<file path="src/rtl/enc66_pkg.sv">
package enc66_pkg;
  localparam int NLANES  = 8;
  localparam int LANE_W  = 8;
  localparam int WORD_W  = NLANES * LANE_W;
  localparam int SCR_LEN = 58;
  localparam int TAP_A   = 38;
  localparam int TAP_B   = 57;

  localparam logic [1:0] HDR_DATA = 2'b01;
  localparam logic [1:0] HDR_CTRL = 2'b10;

  localparam logic [7:0] CH_IDLE  = 8'h07;
  localparam logic [7:0] CH_START = 8'hFB;
  localparam logic [7:0] CH_TERM  = 8'hFD;

  localparam logic [7:0] BT_IDLE  = 8'h1E;
  localparam logic [7:0] BT_START = 8'h78;
  localparam logic [6:0] CC_ERR   = 7'h1E;

  function automatic logic [7:0] term_type(input int k);
    case (k)
      0: term_type = 8'h87;
      1: term_type = 8'h99;
      2: term_type = 8'hAA;
      3: term_type = 8'hB4;
      4: term_type = 8'hCC;
      5: term_type = 8'hD2;
      6: term_type = 8'hE1;
      default: term_type = 8'hFF;
    endcase
  endfunction
endpackage

</file>
<file path="src/rtl/enc66_rstsync.sv">
module enc66_rstsync #(
  parameter int STAGES = 2
) (
  input  logic clk,
  input  logic rst_n,
  output logic rst_sync_n
);
  logic [STAGES-1:0] sync_q;
  logic [STAGES-1:0] sync_d;

  always_comb sync_d = {sync_q[STAGES-2:0], 1'b1};

  always_ff @(posedge clk or negedge rst_n) begin
    if (!rst_n) sync_q <= '0;
    else        sync_q <= sync_d;
  end

  assign rst_sync_n = sync_q[STAGES-1];
endmodule

</file>
<file path="src/rtl/enc66_former.sv">
module enc66_former
  import enc66_pkg::*;
(
  input  logic [WORD_W-1:0] data,
  input  logic [NLANES-1:0] ctrl,
  output logic [1:0]        hdr,
  output logic [WORD_W-1:0] payload
);
  logic [LANE_W-1:0] lane [NLANES];
  logic [NLANES-1:0] is_idle_ch;
  logic [NLANES-1:0] term_hit;
  logic              all_idle;
  logic              start_hit;

  for (genvar g = 0; g < NLANES; g++) begin : g_lane
    assign lane[g]       = data[g*LANE_W +: LANE_W];
    assign is_idle_ch[g] = (data[g*LANE_W +: LANE_W] == CH_IDLE);
  end

  assign all_idle  = (&ctrl) && (&is_idle_ch);
  assign start_hit = (ctrl == NLANES'(1)) && (lane[0] == CH_START);

  always_comb begin
    for (int k = 0; k < NLANES; k++) begin
      logic tail_ok;
      tail_ok = 1'b1;
      for (int j = k + 1; j < NLANES; j++) tail_ok = tail_ok & is_idle_ch[j];
      term_hit[k] = (ctrl == ({NLANES{1'b1}} << k)) && (lane[k] == CH_TERM) && tail_ok;
    end
  end

  always_comb begin
    hdr     = (ctrl == '0) ? HDR_DATA : HDR_CTRL;
    payload = {{NLANES{CC_ERR}}, BT_IDLE};
    if (ctrl == '0) begin
      payload = data;
    end else if (all_idle) begin
      payload = {{(WORD_W-LANE_W){1'b0}}, BT_IDLE};
    end else if (start_hit) begin
      payload = {data[WORD_W-1:LANE_W], BT_START};
    end else begin
      for (int k = 0; k < NLANES; k++) begin
        if (term_hit[k]) begin
          payload = '0;
          payload[LANE_W-1:0] = term_type(k);
          for (int j = 0; j < k; j++) payload[(j+1)*LANE_W +: LANE_W] = lane[j];
        end
      end
    end
  end
endmodule

</file>
<file path="src/rtl/enc66_scrambler.sv">
module enc66_scrambler
  import enc66_pkg::*;
#(
  parameter logic [SCR_LEN-1:0] SEED = {SCR_LEN{1'b1}}
) (
  input  logic               clk,
  input  logic               rst_n,
  input  logic               en,
  input  logic [WORD_W-1:0]  din,
  output logic [WORD_W-1:0]  dout,
  output logic [SCR_LEN-1:0] state
);
  logic [SCR_LEN-1:0] state_nxt;

  always_comb begin
    logic [SCR_LEN-1:0] s;
    s = state;
    for (int i = 0; i < WORD_W; i++) begin
      dout[i] = din[i] ^ s[TAP_A] ^ s[TAP_B];
      s = {s[SCR_LEN-2:0], dout[i]};
    end
    state_nxt = s;
  end

  always_ff @(posedge clk or negedge rst_n) begin
    if (!rst_n)  state <= SEED;
    else if (en) state <= state_nxt;
  end
endmodule

</file>
<file path="src/rtl/enc66_top.sv">
module enc66_top
  import enc66_pkg::*;
#(
  parameter logic [SCR_LEN-1:0] SEED = 58'h155_5555_5555_5555
) (
  input  logic              clk,
  input  logic              rst_n,
  input  logic              in_valid,
  input  logic [WORD_W-1:0] in_data,
  input  logic [NLANES-1:0] in_ctrl,
  output logic              out_valid,
  output logic [WORD_W+1:0] out_block
);
  logic               rst_sync_n;
  logic [1:0]         hdr;
  logic [WORD_W-1:0]  payload;
  logic [WORD_W-1:0]  scr_payload;
  logic [SCR_LEN-1:0] scr_state;
  logic               valid_d;
  logic [WORD_W+1:0]  block_d;

  enc66_rstsync #(.STAGES(2)) u_rst (
    .clk(clk), .rst_n(rst_n), .rst_sync_n(rst_sync_n)
  );

  enc66_former u_form (
    .data(in_data), .ctrl(in_ctrl), .hdr(hdr), .payload(payload)
  );

  enc66_scrambler #(.SEED(SEED)) u_scr (
    .clk(clk), .rst_n(rst_sync_n), .en(in_valid),
    .din(payload), .dout(scr_payload), .state(scr_state)
  );

  always_comb begin
    valid_d = in_valid;
    block_d = in_valid ? {scr_payload, hdr} : out_block;
  end

  always_ff @(posedge clk or negedge rst_sync_n) begin
    if (!rst_sync_n) begin
      out_valid <= 1'b0;
      out_block <= '0;
    end else begin
      out_valid <= valid_d;
      out_block <= block_d;
    end
  end
endmodule

</file>
<file path="config.mk">
export PLATFORM = sky130hd
export DESIGN_NAME = enc66_top
export DESIGN_NICKNAME = d
export VERILOG_FILES = /design/src/rtl/enc66_pkg.sv /design/src/rtl/enc66_rstsync.sv /design/src/rtl/enc66_former.sv /design/src/rtl/enc66_scrambler.sv /design/src/rtl/enc66_top.sv
export SDC_FILE = /design/constraint.sdc
export NUM_CORES = 1
export LEC_CHECK = 0
export BUFFER_PORTS_ARGS = -buffer_cell sky130_fd_sc_hd__buf_2
export CAP_MARGIN = 20
export CORE_AREA = 2 2 125 127
export CTS_BUF_LIST = sky130_fd_sc_hd__clkbuf_8
export DETAILED_ROUTE_END_ITERATION = 12
export DIE_AREA = 0 0 127 129
export PLACE_DENSITY = 0.66
export RECOVER_POWER = 100
export SLEW_MARGIN = 5
export SYNTH_ARGS = -nofsm -noshare
export SYNTH_HDL_FRONTEND = slang
export SYNTH_SLANG_ARGS = --single-unit
</file>
<file path="constraint.sdc">
create_clock -name clk -period 6.62 [get_ports clk]
set_clock_uncertainty 0.15 [all_clocks]
set_input_delay 0.662 -clock clk [delete_from_list [all_inputs] [get_ports clk]]
set_output_delay 0.662 -clock clk [all_outputs]
set_load 0.005 [all_outputs]
</file>
==> flow_summary.ini <==
[clock_network]
cts-root-buf = clkbuf_8
cts_tree = yes
clk_pin_slew_ns = 0.09
postCtsHoldBufs = 1
clk_latency_ns = 0.38
post-cts-setup-buffers = 0
cts_sinks = 98
ctsLongestPathBuffers = 2
cts_buffers = 9
cts-resized-gates = 0
cts.htree.levels = 3

[worst_setup_path]
critPathRequiredTime_ns = 6.70
critPathKind = input pin to register
path_max_fanout = 23
max_stage_delay_ns = 1.04
slowest_stage = nor4b_1
cp-end-kind = register
crit_chain = clkbuf_1 > or4_1 > or4_1 > nor4b_1 > nand2_1 > o21ai_0 > a21oi_1 > xnor2_1 > xnor2_1 > o21ai_0
arrival_ns = 4.84
critPathLaunchType = input pin

[global_route]
antenna_found_initial = 0
grt_use_total_pct = 27.20
grt_start_max_net_pins = 99
grt_pass1_wl_um = 33240
grt_pass1_vias = 5563
grt_overflow_total = 0

[synthesis]
synthTopCellsByCount = xnor2_1, nand2_1, dfrtp_1
synth_top_family_by_area = compound AO/OA/AOI/OAI gates
synthTopCellsByArea = dfrtp_1, dfstp_2, xnor2_1, nand2_1, o21a_1
synth_warnings = 0
synthArstFlopShare_pct = 100.0
synth-simple-area-share_pct = 15.86
synth_edf_count = 0
ys_ff_latch = 98
ys_seq_area_share_pct = 37.46
synth_cells = 715
yosysMostFrequentCell = xnor2_1
synth_top_area_share_pct = 25.99
syn_area_per_cell_um2 = 9.292
ys.flop_type = dfrtp_1
syn_area_um2 = 6644
synth_compound_area_share_pct = 19.06
yosysTopAreaCell = dfrtp_1
muxShareOfSynthArea_pct = 3.202
synth_nets = 790
yosys.area_share.adder_pct = 0
synth_xor_area_share_pct = 18.10
synth.distinct_cells = 63

[place]
portBuffers = 141
dpl_cell_area_um2 = 7257
place.gp.congestion = 0.9841
hpwl_um = 17250

[pwr]
power_switching_mw = 1.380
p_int_mw = 2.053
switching_share_pct = 40.20
combPwrFrac_pct = 51.4
p_per_area_nw_per_um2 = 467.2
leakagePower_nw = 2.836
vdd_drop_max_mv = 0.2562
power_frac_seq_pct = 37.2
clkPwrFrac_pct = 11.4

[finish]
area_growth_pct = 10.58
layout-drive-gt1-share_pct = 21.42
diodes = 0
nFillCells = 1496
design_area_um2 = 7347
nets = 887

[timing]
clock.fmax_ghz = 0.2099
setup_viol = 0
fin_crit_sh_pct = 71.95
hold_viol_final = 0
worst_slew_pin_slew_ns = 3.158
rsz0062_at_grt = false
min_period_ns = 4.763
maxSlewHeadroom_pct = -110.5
drv_slew = 99
hold_ws_ns = 0.2117
tns_ns = 0

[run_status]
violations = capacitance limit, slew limit
status = finished with violations

[floorplanning]
die-area_um2 = 16380
rows = 45
ios = 142
die_h_um = 129
initial_core_util_pct = 44.36
dieWidth_um = 127
core_um2 = 14980

[job]
drv_cap = 2

[detailed_routing]
drc = 0
ant_nets = 0
drt_iter0_markers = 634
drt_wl_total_um = 21860
via_count = 5884
wire_per_inst_um = 21.75
vias_per_cell = 5.855
firstDrtPassIters = 7

[min_path]
hold_class = register to register
==> state kept, by name (all words and copies together), names as in the netlist <==
name	cells
out_block	66
u_scr.state	29
u_rst.sync_q	2
out_valid	1
==> cell usage in the layout, fill, tap and decap left out, types with 5 or more instances in the layout <==
master	synthesis	routed
xnor3_1	5	5
xnor2_2	5	5
o211ai_1	7	7
inv_1	12	14
dfrtp_1	69	69
dfstp_2	29	29
o31ai_1	5	5
o21ai_0	47	53
buf_2	6	99
clkbuf_1	19	43
mux2_2	17	17
xnor2_1	84	84
nor2_1	36	37
xor2_1	28	28
a21oi_1	49	51
nand4b_1	7	7
nor3_1	11	11
nor4_1	7	7
a22oi_1	21	22
a211oi_1	6	6
nand3_1	13	13
or3_1	7	7
nand4_1	13	13
or4_1	10	13
o21a_1	37	37
clkbuf_8	0	9
nand2_1	74	75
==> worst max-delay path: cells and delay by family <==
kind	cells	cell delay, ns
XOR/XNOR	2	0.44
AND/OR/NAND/NOR	4	3.04
buffers and inverters	1	0.12
AO/OA/AOI/OAI	3	0.55
==> final timing paths <==
path	from	end	slack (ns)	cells past startpoint
setup reg to reg	u_rst.sync_q[1]	out_block[10]	2.17	1
hold reg to reg	u_rst.sync_q[0]	u_rst.sync_q[1]	0.21	0
hold / removal	u_rst.sync_q[0]	u_rst.sync_q[1]	0.21	0
setup / recovery	in_data[53]	out_block[55]	1.86	10
min in group asynchronous	rst_n	u_rst.sync_q[1]	0.44	2
max in group asynchronous	u_rst.sync_q[1]	out_block[10]	2.17	1
==> power groups by stage <==
stage	Combinational (mW)	Sequential, mW	Clock (mW)
after floorplan	1.39	1.20	0
after global placement	1.77	1.28	0
after detailed placement	1.79	1.29	0
after CTS	1.80	1.28	0.405
after global routing	1.94	1.32	0.425
final	1.76	1.28	0.391
==> through the flow <==
step / power, mW / setup WS, ns / util, % / std cells
final: 3.433 / 1.857 / 49.06 / 1005
after global routing: 3.689 / 1.258 / 49.06 / 1005
after CTS: 3.484 / 2.314 / 49.82 / 1005
after detailed placement: 3.076 / 1.919 / 48.45 / 988
after global placement: 3.051 / 1.992 / 48.45 / 988
after floorplan: 2.589 / 3.050 / - / 715
==> routing by layer <==
| metal | GRT usage [%] | part of all wire (%) | wire (um) | vias to the layer above |
|---|---|---|---|---|
| met1 | 35.85 | 42 | 9136 | 2814 |
| li1 | - | - | - | 2708 |
| met4 | 8.920 | 3.7 | 800 | 0 |
| met2 | 43.77 | 46 | 10090 | 310 |
| met5 | 0 | 0 | 0 | - |
| met3 | 7.360 | 8.4 | 1832 | 52 |
==> kinds of logic (layout without fill, tap and decap cells) <==
| family | Yosys count | after routing |
|---|---|---|
| AND/OR/NAND/NOR | 204 | 204 |
| multiplexers | 19 | 19 |
| flip-flops | 98 | 98 |
| AO/OA/AOI/OAI | 197 | 197 |
| buffers and inverters | 73 | 175 |
| XOR/XNOR | 123 | 123 |
| other | 1 | 1 |
==> cell type report <==
class | count | area, um^2 | share of cell area, %
multi-input combinational | 544 | 3691 | 50.24
sequential | 98 | 2489 | 33.87
timing repair buffer | 147 | 693.2 | 9.435
tap | 188 | 235.2 | 3.202
clock buffer | 9 | 123.9 | 1.686
clock inverter | 7 | 70.07 | 0.9537
inverter | 12 | 45.04 | 0.6131
Power figures use the tool's default switching activity.
